File: src/rtl/tbp_pkg.sv
package tbp_pkg;

    typedef enum logic {
        PIN_AS_CLOCK = 1'b0,
        PIN_AS_GATE  = 1'b1
    } pin_role_e;

    typedef struct packed {
        logic       fast_sel;
        logic [1:0] tb1_rate;
        pin_role_e  role;
        logic [1:0] tb2_rate;
    } tbp_cfg_t;

    // Terminal value of a binary stage that divides by 2^code.
    function automatic logic [2:0] rate_last(input logic [1:0] code);
        case (code)
            2'b00:   return 3'd0;
            2'b01:   return 3'd1;
            2'b10:   return 3'd3;
            default: return 3'd7;
        endcase
    endfunction

endpackage

File: src/rtl/tbp_modcnt.sv
module tbp_modcnt #(
    parameter int W = 3
) (
    input  logic         clk,
    input  logic         rst_n,
    input  logic         clr,
    input  logic         en,
    input  logic [W-1:0] last,
    output logic         wrap
);
    typedef struct packed {
        logic [W-1:0] cnt;
    } st_t;

    st_t st_d, st_q;

    always_comb begin
        st_d = st_q;
        wrap = en && !clr && (st_q.cnt == last);
        if (clr)
            st_d.cnt = '0;
        else if (en)
            st_d.cnt = (st_q.cnt == last) ? '0 : st_q.cnt + 1'b1;
    end

    always_ff @(posedge clk) begin
        if (!rst_n)
            st_q <= '0;
        else
            st_q <= st_d;
    end
endmodule

File: src/rtl/tbp_sync.sv
module tbp_sync #(
    parameter int STAGES = 2
) (
    input  logic clk,
    input  logic rst_n,
    input  logic pin,
    output logic level,
    output logic rise
);
    typedef struct packed {
        logic [STAGES:0] sh;
    } st_t;

    st_t st_d, st_q;

    always_comb begin
        st_d.sh = {st_q.sh[STAGES-1:0], pin};
        level   = st_q.sh[STAGES-1];
        rise    = st_q.sh[STAGES-1] && !st_q.sh[STAGES];
    end

    always_ff @(posedge clk) begin
        if (!rst_n)
            st_q <= '0;
        else
            st_q <= st_d;
    end
endmodule

File: src/rtl/tbp_counter.sv
module tbp_counter #(
    parameter int CNT_W = 16
) (
    input  logic             clk,
    input  logic             rst_n,
    input  logic             step,
    output logic [CNT_W-1:0] count,
    output logic             tick
);
    typedef struct packed {
        logic [CNT_W-1:0] cnt;
        logic             stb;
    } st_t;

    st_t st_d, st_q;

    always_comb begin
        st_d.cnt = step ? st_q.cnt + 1'b1 : st_q.cnt;
        st_d.stb = step;
        count    = st_q.cnt;
        tick     = st_q.stb;
    end

    always_ff @(posedge clk) begin
        if (!rst_n)
            st_q <= '0;
        else
            st_q <= st_d;
    end
endmodule

File: src/rtl/dual_timebase.sv
module dual_timebase #(
    parameter int CNT_W       = 16,
    parameter int FAST_DIV    = 4,
    parameter int SLOW_DIV    = 32,
    parameter int GATE_DIV    = 8,
    parameter int SYNC_STAGES = 2
) (
    input  logic             clk,
    input  logic             rst_n,
    input  logic             fast_sel,
    input  logic [1:0]       tb1_rate,
    input  logic             pin_in,
    input  logic             pin_gate_mode,
    input  logic [1:0]       tb2_rate,
    output logic [CNT_W-1:0] tb1_count,
    output logic             tb1_tick,
    output logic [CNT_W-1:0] tb2_count,
    output logic             tb2_tick
);
    import tbp_pkg::*;

    localparam int FRONT_W = $clog2(SLOW_DIV);
    localparam int GATE_W  = $clog2(GATE_DIV);

    typedef struct packed {
        tbp_cfg_t cfg;
    } st_t;

    st_t      st_d, st_q;
    tbp_cfg_t cfg_now;
    logic     restart1, restart2;
    logic [FRONT_W-1:0] front_last;
    logic     front_wrap, step1;
    logic     pin_level, pin_rise, gate_wrap, event2, step2;

    always_comb begin
        cfg_now  = '{fast_sel: fast_sel, tb1_rate: tb1_rate,
                     role: pin_role_e'(pin_gate_mode), tb2_rate: tb2_rate};
        st_d.cfg = cfg_now;
        restart1 = (cfg_now.fast_sel != st_q.cfg.fast_sel) ||
                   (cfg_now.tb1_rate != st_q.cfg.tb1_rate);
        restart2 = (cfg_now.role != st_q.cfg.role) ||
                   (cfg_now.tb2_rate != st_q.cfg.tb2_rate);
        front_last = fast_sel ? FRONT_W'(FAST_DIV - 1) : FRONT_W'(SLOW_DIV - 1);
        event2 = (cfg_now.role == PIN_AS_GATE) ? (gate_wrap && pin_level) : pin_rise;
    end

    always_ff @(posedge clk) begin
        if (!rst_n)
            st_q.cfg <= cfg_now;
        else
            st_q <= st_d;
    end

    // Timebase 1: front stage then binary stage.
    tbp_modcnt #(.W(FRONT_W)) u_front (
        .clk(clk), .rst_n(rst_n), .clr(restart1), .en(1'b1),
        .last(front_last), .wrap(front_wrap));

    tbp_modcnt #(.W(3)) u_bin1 (
        .clk(clk), .rst_n(rst_n), .clr(restart1), .en(front_wrap),
        .last(rate_last(tb1_rate)), .wrap(step1));

    tbp_counter #(.CNT_W(CNT_W)) u_cnt1 (
        .clk(clk), .rst_n(rst_n), .step(step1),
        .count(tb1_count), .tick(tb1_tick));

    // Timebase 2: synchronized pin, gate tick, binary stage.
    tbp_sync #(.STAGES(SYNC_STAGES)) u_sync (
        .clk(clk), .rst_n(rst_n), .pin(pin_in),
        .level(pin_level), .rise(pin_rise));

    tbp_modcnt #(.W(GATE_W)) u_gate (
        .clk(clk), .rst_n(rst_n), .clr(restart2), .en(1'b1),
        .last(GATE_W'(GATE_DIV - 1)), .wrap(gate_wrap));

    tbp_modcnt #(.W(3)) u_bin2 (
        .clk(clk), .rst_n(rst_n), .clr(restart2), .en(event2),
        .last(rate_last(tb2_rate)), .wrap(step2));

    tbp_counter #(.CNT_W(CNT_W)) u_cnt2 (
        .clk(clk), .rst_n(rst_n), .step(step2),
        .count(tb2_count), .tick(tb2_tick));
endmodule

File: config.mk
export PLATFORM = sky130hd
export DESIGN_NAME = dual_timebase
export DESIGN_NICKNAME = d
export VERILOG_FILES = /design/src/rtl/tbp_pkg.sv /design/src/rtl/tbp_modcnt.sv /design/src/rtl/tbp_sync.sv /design/src/rtl/tbp_counter.sv /design/src/rtl/dual_timebase.sv
export SDC_FILE = /design/constraint.sdc
export NUM_CORES = 1
export LEC_CHECK = 0
export BUFFER_PORTS_ARGS = -buffer_cell sky130_fd_sc_hd__buf_2
export CORE_MARGIN = 2
export CORE_UTILIZATION = 55
export CTS_CLUSTER_SIZE = 24
export DETAILED_ROUTE_END_ITERATION = 12
export PLACE_DENSITY = 0.78
export SYNTH_ARGS = -nofsm -noshare
export SYNTH_HDL_FRONTEND = slang
export SYNTH_SLANG_ARGS = --single-unit
File: constraint.sdc
create_clock -name clk -period 2.7 [get_ports clk]
set_clock_uncertainty 0.2 [all_clocks]
set_input_delay 0.81 -clock clk [delete_from_list [all_inputs] [get_ports clk]]
set_output_delay 0.81 -clock clk [all_outputs]
set_load 0.02 [all_outputs]
# == After elaboration in Yosys (flattened, before gate mapping) ==
# Cells that the tools add are included.
# totals
regBits,57
latch_bits,0
ram_bits,0
romBits,0
output_inout_bits,34
mem_count,0
# classes
add_sub_neg,6
multipliers,0
div_mod_pow,0
n_lt_le_gt_ge,0
eq_ne,12
shifts,0
mux,6
bitwise_logic,1
reduce_logical,19
# ops
cell,count
$add 16x1->16 const B,2
$pmux 3 s3,2
$add 3x1->3 const B,3
$logic_and 1x1->1,8
$eq 3x3->1,2
$mux 3,2
$reduce_or 3->1,2
$add 5x1->5 const B,1
$eq 5x5->1,1
$mux 5,1
$eq 2x1->1 const B,2
$eq 2x2->1 const B,2
$logic_not 2->1,2
$ne 2x2->1,2
$reduce_or 2->1,2
$eq 3x3->1 const B,1
$logic_not 1->1,3
$logic_or 1x1->1,2
$ne 1x1->1,2
$mux 1,1
$not 1->1,1

# == Longest topological paths before layout ==
# logic_depth
depth_word,8
ltp_mapped,8

# == Cells and area by module ==
# Synthesis repeated with hierarchy kept, for this count alone.
# hier_totals
hier_cells,306
area_unflattened_um2,2830.2
# modules_own_cells
module,n_inst,cells_per_inst,area_per_inst_um2,seq_area_each_um2
tbp_counter,2,86,785.8,340.3
tbp_modcnt (u_bin1 ...),3,24,211.5,60.1
tbp_modcnt (u_front),1,30,292.8,100.1
dual_timebase,1,25,239.0,120.1
tbp_sync,1,7,92.6,60.1

# == Worst setup path before layout ==
# Ideal clock, no wire load.
# synth_path
path_kind,input port to flip-flop
start,input port tb2_rate[1]
end,"register u_cnt2.st_q, in the netlist u_cnt2.count[12]"
arrival_time_ns,2.289
required_ns,2.426
path_slack_ns,0.137
stages,6
path_cell_list,or4_1 mux2i_1 o2111ai_1 buf_2 or4b_1 o21ai_0
# synth_between
elab_chain_len,8
elab_cells_between_ends,13
# synth_rtl
element,line_no,rtl
start: declaration,dual_timebase.sv:14,"input logic [1:0] tb2_rate,"
$ne 2x2->1,dual_timebase.sv:43,(cfg_now.tb2_rate != st_q.cfg.tb2_rate);
$logic_or 1x1->1,dual_timebase.sv:42,restart2 = (cfg_now.role != st_q.cfg.role) ||
$logic_not 1->1,tbp_modcnt.sv:19,wrap = en && !clr && (st_q.cnt == last);
$logic_and 1x1->1,tbp_modcnt.sv:19,
$logic_and 1x1->1,dual_timebase.sv:45,event2 = (cfg_now.role == PIN_AS_GATE) ? (gate_wrap && pin_level) : pin_rise;
$mux 1,dual_timebase.sv:45,
$logic_and 1x1->1,tbp_modcnt.sv:19,
$logic_and 1x1->1 *,tbp_modcnt.sv:19,
end signal: assignment,tbp_counter.sv:28,st_q <= st_d;
end: declaration,tbp_counter.sv:15,"st_t st_d, st_q;"
# Mark *: on every way between the ends. The rest lies on a longest branch, timed or not.
# A chain may end at the register's enable or synchronous reset.

# == Worst setup path in the final report ==
# layout_path
start,input port tb2_rate[1]
end,"register u_cnt2.st_q, in the netlist u_cnt2.count[15]"
# The elaborated chain is that of the path after synthesis.

==> metrics.cfg <==
[run_status]
status=completed

[worst_setup_path]
reg2reg_from=u_bin2.st_q[1]
cp-end-kind=register
worst-endpoint-required_ns=2.75
path_common_cell=or4_1
crit_path_cell_trace=buf_2 -> or4_1 -> mux2i_1 -> nor2_2 -> or4_1 -> a21oi_1
cp-start-kind=primary input
crit_path_start=tb2_rate[1]
critPathTopFamily=simple AND/OR/NAND/NOR gates
cp_num_buf_inv=1
cp.arrival_ns=2.51
crit_slowest_cell=or4_1
critical_path.max_fanout=18
critPathKind=in -> reg
cp_slowest_stage_delay_ns=0.54

[detailed_routing]
ant_nets=0
wl_um=5520
avgRoutedWirePerCell_um=13.6
route.detailed.drc=0
firstDrtPassIters=4
viasPerCell=5.75
first_iter_violations=108
vias=2335

[placement]
hpwlAfterDp_um=3890
numPortBuffers=42
pre_cts_slack_ns=-0.169
placedInstanceArea_um2=2930
place.gp.congestion=0.792

[synthesis]
ys_warn_count=0
synth_top_cell_by_area=dfxtp_1
synth-seq-area-share_pct=44.5
avgSynthCellArea_um2=8.88
synth_nets=305
ys_async_sr_fraction_pct=0
yosysUniqueCellTypes=42
ys_seq_elements=57
syn-instance-count=289
synth_top_cell_area_share_pct=44.5
synth_top_cells_by_area=dfxtp_1, a21oi_1, xor2_1
synth-edff-count=0
syn_area_um2=2560
synth_top_flop_cell=dfxtp_1

[sta]
post-route-min-period_ns=2.46
finalSetupViolCount=0
relSlewSlack_pct=35.9
grt_setup_unrepaired=false
finalHoldViolCount=0
period_share_pct=91.1
max_freq_mhz=407
tightestPinTransition_ns=0.949
setup_slack_ns=0.240
drv_slew=0

[clocking]
cts.sinks=57
clock_path_buffers=2
cts_htree_levels=3
cts_tree=built
root_buffer=clkbuf_8
insertion_delay_ns=0.33
holdBufCountCts=0
path_clk_slew_ns=0.06
cts-buffers-inserted=9

[layout]
n_antenna_cell=0
postLayoutCellArea_um2=3110
drive_gt1_share_pct=23.2
area_growth_pct=21.2
final_common_cell=dfxtp_1
regArea_um2=1140
multi_input_area_um2=1340
final_nets=366
nFillCells=363
most-common-layout-cells=dfxtp_1, buf_2, a21oi_1

[floorplanning]
core_area_um2=4410
start_util_pct=58.1
die_w_um=72.3
die_h_um=72.3
dieArea_um2=5230
num_rows=24
io_pins=43

[min_path]
hp-class=reg -> reg
min_from=u_sync.st_q[0]

[run]
drv_cap=0

[pwr]
leakagePower_nw=1.22
powerDensity_nw_per_um2=528
ir_drop_uv=412
power_mw=1.64

[global_routing]
grt_pass1_vias=2142
antenna_found_initial=0
grt_usage_pct=23.6
grt_first_pass_wirelength_um=9470
overflow=0
grt_max_degree=19

==> synthesized netlist by cell type (2+ instances only) <==
cell type / n
or4_1: 9
ha_1: 7
mux2i_1: 4
nor4_1: 2
or3_1: 14
nand2_1: 19
and3_1: 4
o21ai_0: 19
or3b_2: 3
nor3b_1: 2
o31ai_1: 9
o211ai_1: 2
or2_1: 2
nand4_1: 8
or4b_1: 2
xnor2_1: 4
nor3_1: 7
o2111ai_1: 3
nand2b_1: 3
and2_1: 6
clkbuf_1: 6
dfxtp_1: 57
inv_1: 9
a21oi_1: 25
buf_2: 3
nand3_1: 12
nor2_1: 22
xor2_1: 11
o21bai_1: 2
==> what timing repair did <==
item,in CTS,in global routing
setup endpoints to repair,0,1
resized for setup,0,1
buffers inserted,0,0
==> stage by stage <==
step,TNS (ns),std cells,hold WS [ns],util [%]
2_1_floorplan,0,289,0.207,-
3_3_place_gp,-0.616,391,0.221,66.3
3_5_place_dp,-1.41,391,0.232,66.3
4_1_cts,0,406,0.246,70.4
5_1_grt,0,406,0.260,70.4
6_report,0,406,0.243,70.4
==> layout make-up <==
cell class | instances | area share [%]
Clock buffer | 12 | 5.31
Clock inverter | 3 | 0.483
Inverter | 9 | 1.09
Multi-Input combinational cell | 213 | 43.2
Sequential cell | 57 | 36.7
Tap cell | 52 | 2.09
Timing Repair Buffer | 60 | 11.1
==> metal layers <==
layer | wire length (um) | global-route usage, % | vias up | share of wire, %
li1 | - | - | 1185 | -
met1 | 2370 | 26.9 | 1091 | 43
met2 | 2790 | 40.0 | 50 | 51
met3 | 255 | 8.89 | 9 | 4.6
met4 | 95 | 9.43 | 0 | 1.7
met5 | 0 | 0 | - | 0
==> worst reg2reg max path: cells and delay by family (launching register included) <==
| family | cells | cell delay, ns |
|---|---|---|
| AOI/OAI and AO/OA | 1 | 0.18 |
| DFF | 1 | 0.36 |
| muxes | 1 | 0.24 |
| and+or+nand+nor | 3 | 1.22 |
==> report_power, final <==
group          switching (mW)  total (mW)  internal, mW
Combinational          0.0415      0.0714        0.0299
Sequential            0.00392       0.853         0.849
Clock                   0.319       0.717         0.398
==> state kept, by name, indices dropped and copies added (netlist names), 3 cells and up <==
name,count
u_cnt1.count,16
u_cnt2.count,16
st_q,6
u_front.st_q,5
u_bin1.st_q,3
u_bin2.st_q,3
u_gate.st_q,3
u_sync.st_q,3
==> worst paths after layout <==
| kind | endpoint | slack (ns) | depth (start not counted) |
|---|---|---|---|
| setup / recovery | u_cnt2.count[15] | 0.24 | 6 |
| hold / removal | u_sync.st_q[1] | 0.24 | 1 |
| setup reg to reg | u_cnt2.count[15] | 0.42 | 5 |
| hold reg to reg | u_sync.st_q[1] | 0.24 | 1 |
==> cells by family after synthesis <==
logic type	after synthesis	synth area share (%)
compound gates	65	15.8
simple gates	122	26.4
fa+ha+maj	7	3.41
buf+inv	19	3.22
xor+xnor	15	5.12
flops	57	44.5
mux	4	1.56
No activity file was read; power rests on OpenSTA's default activity.
